### config.mk
export PLATFORM = sky130hd
export DESIGN_NAME = serial_addr_loader
export DESIGN_NICKNAME = d
export VERILOG_FILES = /design/src/rtl/sal_pkg.sv /design/src/rtl/sal_shift.sv /design/src/rtl/sal_latch.sv /design/src/rtl/sal_access.sv /design/src/rtl/serial_addr_loader.sv
export SDC_FILE = /design/constraint.sdc
export NUM_CORES = 1
export LEC_CHECK = 0
export BUFFER_PORTS_ARGS = -buffer_cell sky130_fd_sc_hd__buf_2
export CAP_MARGIN = 20
export CORE_ASPECT_RATIO = 1.2
export CORE_MARGIN = 3
export CORE_UTILIZATION = 57
export CTS_BUF_LIST = sky130_fd_sc_hd__clkbuf_2 sky130_fd_sc_hd__clkbuf_4 sky130_fd_sc_hd__clkbuf_8
export CTS_CLUSTER_SIZE = 20
export DETAILED_ROUTE_END_ITERATION = 8
export GPL_ROUTABILITY_DRIVEN = 0
export HOLD_SLACK_MARGIN = 0.06
export PLACE_DENSITY = 0.81
export RECOVER_POWER = 25
export SETUP_SLACK_MARGIN = 0.02
export SLEW_MARGIN = 0
export SYNTH_ARGS = -nofsm -noshare
export SYNTH_HDL_FRONTEND = slang
export SYNTH_HIERARCHICAL = 1
export SYNTH_SLANG_ARGS = --single-unit
### constraint.sdc
create_clock -name clk -period 1.5 [get_ports clk]
set_input_delay 0.225 -clock clk [delete_from_list [all_inputs] [get_ports clk]]
set_output_delay 0.225 -clock clk [all_outputs]
set_load 0.02 [all_outputs]
### src/rtl/sal_pkg.sv
package sal_pkg;
  typedef enum logic [1:0] {
    MODE_REF = 2'b00,
    MODE_RD  = 2'b01,
    MODE_WR  = 2'b10,
    MODE_NOP = 2'b11
  } sal_mode_e;
endpackage

### src/rtl/sal_shift.sv
module sal_shift #(
  parameter int WORD_W = 8
) (
  input  logic              clk,
  input  logic              rst,
  input  logic              bit_stb,
  input  logic              bit_in,
  input  logic              sel_col,
  output logic [WORD_W-1:0] word_q,
  output logic              word_stb_q,
  output logic              word_sel_q
);
  localparam int CNT_W = (WORD_W > 1) ? $clog2(WORD_W) : 1;
  localparam logic [CNT_W-1:0] LAST = CNT_W'(WORD_W - 1);

  logic [CNT_W-1:0]  cnt;
  logic [WORD_W-1:0] sr;
  logic [WORD_W-1:0] sr_next;

  assign sr_next = {bit_in, sr[WORD_W-1:1]};

  always_ff @(posedge clk) begin
    if (rst) begin
      cnt        <= '0;
      sr         <= '0;
      word_q     <= '0;
      word_stb_q <= 1'b0;
      word_sel_q <= 1'b0;
    end else begin
      word_stb_q <= 1'b0;
      if (bit_stb) begin
        sr <= sr_next;
        if (cnt == LAST) begin
          cnt        <= '0;
          word_q     <= sr_next;
          word_stb_q <= 1'b1;
          word_sel_q <= sel_col;
        end else begin
          cnt <= cnt + 1'b1;
        end
      end
    end
  end

  // counter restarts after a completed word
  p_cnt_wrap_r5: assert property (@(posedge clk) disable iff (rst)
    (bit_stb && cnt == LAST) |=> (cnt == '0 && word_stb_q));

  // idle cycles leave the counter untouched
  p_cnt_idle_r5: assert property (@(posedge clk) disable iff (rst)
    !bit_stb |=> $stable(cnt));
endmodule

### src/rtl/sal_latch.sv
module sal_latch #(
  parameter int WORD_W = 8,
  parameter int ROWS   = 212
) (
  input  logic              clk,
  input  logic              rst,
  input  logic [WORD_W-1:0] word,
  input  logic              word_stb,
  input  logic              word_sel,
  output logic [WORD_W-1:0] row_q,
  output logic [WORD_W-1:0] colw_q,
  output logic              row_err_q
);
  localparam logic [WORD_W:0] ROW_LIM = (WORD_W+1)'(ROWS);

  always_ff @(posedge clk) begin
    if (rst) begin
      row_q     <= '0;
      colw_q    <= '0;
      row_err_q <= 1'b0;
    end else if (word_stb) begin
      if (word_sel) begin
        colw_q <= word;
      end else begin
        row_q     <= word;
        row_err_q <= ({1'b0, word} >= ROW_LIM);
      end
    end
  end

  // holding registers change only on a completed word
  p_hold_r3: assert property (@(posedge clk) disable iff (rst)
    !word_stb |=> ($stable(row_q) && $stable(colw_q) && $stable(row_err_q)));

  // a column load leaves the row side alone
  p_col_keeps_row_r3: assert property (@(posedge clk) disable iff (rst)
    (word_stb && word_sel) |=> $stable(row_q));
endmodule

### src/rtl/sal_access.sv
module sal_access
  import sal_pkg::*;
(
  input  logic      clk,
  input  logic      rst,
  input  logic      acc_stb,
  input  sal_mode_e mode,
  input  logic      row_err,
  output logic      do_wr,
  output logic      do_rd,
  output logic      do_ref
);
  logic go;
  assign go = acc_stb && !row_err;

  always_ff @(posedge clk) begin
    if (rst) begin
      do_wr  <= 1'b0;
      do_rd  <= 1'b0;
      do_ref <= 1'b0;
    end else begin
      do_wr  <= go && (mode == MODE_WR);
      do_rd  <= go && (mode == MODE_RD);
      do_ref <= go && (mode == MODE_REF);
    end
  end

  // never more than one command at a time
  p_onehot_r7: assert property (@(posedge clk) disable iff (rst)
    $onehot0({do_wr, do_rd, do_ref}));

  // a command pulse lasts one cycle unless strobed again
  p_pulse_r7: assert property (@(posedge clk) disable iff (rst)
    !acc_stb |=> !(do_wr || do_rd || do_ref));

  // out-of-range row blocks every command
  p_err_block_r8: assert property (@(posedge clk) disable iff (rst)
    (acc_stb && row_err) |=> !(do_wr || do_rd || do_ref));
endmodule

### src/rtl/serial_addr_loader.sv
module serial_addr_loader
  import sal_pkg::*;
#(
  parameter int WORD_W = 8,
  parameter int ROWS   = 212
) (
  input  logic              clk,
  input  logic              rst,
  input  logic              bit_stb,
  input  logic              bit_in,
  input  logic              sel_col,
  input  logic              acc_stb,
  output logic [WORD_W-1:0] row_addr,
  output logic [WORD_W-3:0] col_addr,
  output logic [1:0]        mode,
  output logic              row_err,
  output logic              do_wr,
  output logic              do_rd,
  output logic              do_ref
);
  localparam int COL_W = WORD_W - 2;

  logic [WORD_W-1:0] word;
  logic              word_stb;
  logic              word_sel;
  logic [WORD_W-1:0] colw;
  sal_mode_e         mode_e;

  sal_shift #(.WORD_W(WORD_W)) u_shift (
    .clk        (clk),
    .rst        (rst),
    .bit_stb    (bit_stb),
    .bit_in     (bit_in),
    .sel_col    (sel_col),
    .word_q     (word),
    .word_stb_q (word_stb),
    .word_sel_q (word_sel)
  );

  sal_latch #(.WORD_W(WORD_W), .ROWS(ROWS)) u_latch (
    .clk       (clk),
    .rst       (rst),
    .word      (word),
    .word_stb  (word_stb),
    .word_sel  (word_sel),
    .row_q     (row_addr),
    .colw_q    (colw),
    .row_err_q (row_err)
  );

  assign col_addr = colw[COL_W-1:0];
  assign mode     = colw[WORD_W-1:WORD_W-2];
  assign mode_e   = sal_mode_e'(mode);

  sal_access u_access (
    .clk     (clk),
    .rst     (rst),
    .acc_stb (acc_stb),
    .mode    (mode_e),
    .row_err (row_err),
    .do_wr   (do_wr),
    .do_rd   (do_rd),
    .do_ref  (do_ref)
  );

  // reset clears the held state
  p_reset_r1: assert property (@(posedge clk)
    rst |=> (row_addr == '0 && col_addr == '0 && mode == 2'b00 && !row_err));
endmodule

==> impl_metrics.py <==
metrics = {
    "status": {
        "status": "complete, no violations",
    },
    "sta": {
        "period_needed_ps": 1370,
        "finalHoldViolCount": 0,
        "slew_violations": 0,
        "rsz0062_at_grt": "no",
        "fin_crit_sh_pct": 91.2,
        "fmax_mhz": 731,
        "finalSetupViolCount": 0,
        "setup_slack_ps": 132,
        "worstMarginPinSlew_ps": 575,
        "finClkSkew_ps": 7.23,
        "slew_headroom_pct": 61.7,
        "finalSetupTns_ps": 0,
        "holdWs_ps": 143,
    },
    "logic_synthesis": {
        "synth_cell_type_count": 23,
        "syn_nets": 175,
        "ys_seq_area_share_pct": 51.4,
        "synth-edff-count": 0,
        "ys.flop_type": "dfxtp_1",
        "synth-seq-cells": 40,
        "ys_warn_count": 6,
        "synth_cells": 166,
        "avgSynthCellArea_sq_um": 9.38,
        "async_flop_share_pct": 0,
        "synthesis.area_sq_mm": 0.00156,
    },
    "setup_path": {
        "critical_path.top_delay_family": "adder cells",
        "slowest_delay_ps": 340,
        "path_cells": "ha_1 -> ha_1 -> buf_4 -> a21bo_2 -> a21oi_1",
        "cp_max_fo": 10,
        "cp.required_ps": 1780,
        "crit_path_start_kind": "flip-flop",
        "cp-end-kind": "flip-flop",
        "critPathKind": "flip-flop to flip-flop",
        "crit_buf_inv": 1,
        "slowest_stage": "dfxtp_1",
        "crit_top_cell": "ha_1",
        "crit_arrival_ps": 1650,
    },
    "global_route": {
        "grt_remaining_overflow": 0,
        "antenna_found_initial": 0,
        "grt_pass1_wl_um": 4860,
        "grt_pass1_vias": 1088,
        "grt_max_degree": 29,
        "groute.usage.overall_pct": 19.8,
    },
    "clocking": {
        "cts-resized-gates": 0,
        "htreeDepth": 2,
        "clk_pin_slew_ps": 100,
        "clock_sinks": 40,
        "cts_tree": "done",
        "max-clock-path-buffers": 2,
        "cts_hold_buf": 0,
        "root_buffer": "clkbuf_4",
        "cts_setup_buffers": 0,
        "clock_latency_ps": 340,
        "cts_buffers": 5,
    },
    "placed_design": {
        "dpl_cell_area_sq_mm": 0.00168,
        "post-place-ws_ps": 144,
        "io_buffers": 25,
        "post-dp-hpwl_um": 2010,
    },
    "cells_and_area": {
        "layout-drive-gt1-share_pct": 19.0,
        "finalNetCount": 198,
        "antenna_cells": 0,
        "final_cell_mix": "dfxtp_1 (40), nand2_1 (27), a21oi_1 (27)",
        "fin_area_sq_mm": 0.00171,
        "layout_commonest_cell": "dfxtp_1",
        "area_growth_pct": 9.97,
    },
    "floorplan": {
        "die_w_um": 53.7,
        "start_util_pct": 60.4,
        "num_io_pins": 26,
        "coreArea_sq_mm": 0.00258,
        "die_h_um": 63.2,
        "num_rows": 20,
        "die_area_sq_mm": 0.00340,
    },
    "power": {
        "p_leak_nw": 0.690,
        "p_total_mw": 1.65,
        "p_per_area_mw_per_mm2": 964,
        "vdd_drop_max_mv": 0.574,
    },
    "run": {
        "drv_cap": 0,
    },
    "drt": {
        "wl_per_cell_um": 12.4,
        "ant_nets": 0,
        "vias_per_cell": 5.25,
        "drc_errors": 0,
        "vias": 1166,
        "drt_pre_antenna_iters": 4,
        "drt-initial-drc-count": 23,
        "routed_wl_um": 2750,
    },
    "min_path": {
        "hp-class": "primary input to flip-flop",
    },
}
-- cells in the mapped netlist (2+ instances only) --
| library cell | n | area (sq um) |
|---|---|---|
| a21bo_1 | 5 | 50.1 |
| a21bo_2 | 4 | 40.0 |
| a21oi_1 | 27 | 135 |
| buf_2 | 4 | 20.0 |
| buf_4 | 3 | 22.5 |
| buf_6 | 3 | 33.8 |
| clkbuf_1 | 3 | 11.3 |
| dfxtp_1 | 40 | 801 |
| ha_1 | 3 | 37.5 |
| mux2i_1 | 8 | 80.1 |
| nand2_1 | 27 | 101 |
| nand2b_1 | 3 | 18.8 |
| nand3_1 | 17 | 85.1 |
| nor2_1 | 9 | 33.8 |
| nor4b_1 | 2 | 17.5 |
-- registers in the layout (all words and copies together) (netlist names) --
register	flops
u_latch/colw_q	8
u_latch/row_q	8
u_shift/word_q	8
u_shift/sr	7
u_shift/cnt	3
u_access/do_rd	1
u_access/do_ref	1
u_access/do_wr	1
u_latch/row_err_q	1
u_shift/word_sel_q	1
u_shift/word_stb_q	1
-- cells by family after synthesis --
kind of cell / Yosys count / synth area share, %
muxes: 8 / 5.14
AOI/OAI and AO/OA: 39 / 16.1
adders and majority gates: 3 / 2.41
buffers and inverters: 13 / 5.63
and+or+nand+nor: 63 / 19.3
DFF: 40 / 51.4
-- layer usage --
layer,track usage (%),vias up,routed length [um]
li1,-,612,-
met2,31.7,24,1400
met3,7.80,5,140
met5,0,-,0
met4,8.63,0,55
met1,22.6,525,1160
-- path summary, 6_finish.rpt --
path	start	endpoint	slack, ps	depth (start not counted)
max	u_shift/cnt[0]	u_shift/word_q[1]	130	5
min	sel_col	u_shift/word_sel_q	140	3
max reg2reg	u_shift/cnt[0]	u_shift/word_q[1]	130	5
min reg2reg	u_latch/row_q[7]	u_latch/row_q[7]	460	2
-- cell type report --
type / instances / area, sq um
fill: 229 / 866
sequential: 40 / 801
multi-input combinational: 113 / 661
timing repair buffer: 29 / 159
clock buffer: 6 / 45.0
tap: 33 / 41.3
clock inverter: 1 / 5.00
-- tightest hold or removal path, cell delays in order --
cell and delay [ps]:
buf_2 90, nand3_1 70, a21oi_1 60
-- stage by stage --
step                utilization (%)  cells
floorplan                         -    166
global placement               65.1    215
detailed placement             65.1    215
CTS                            67.0    222
global route                   66.4    222
finish                         66.4    222
-- power breakdown --
group / leakage (nW) / internal (mW) / switching (mW)
combinational: 0.335 / 0.0254 / 0.0407
clock: 0.0315 / 0.191 / 0.318
sequential: 0.323 / 1.07 / 0.00580
total: 0.690 / 1.29 / 0.364
Note: power is estimated with default switching activity, not from simulation.
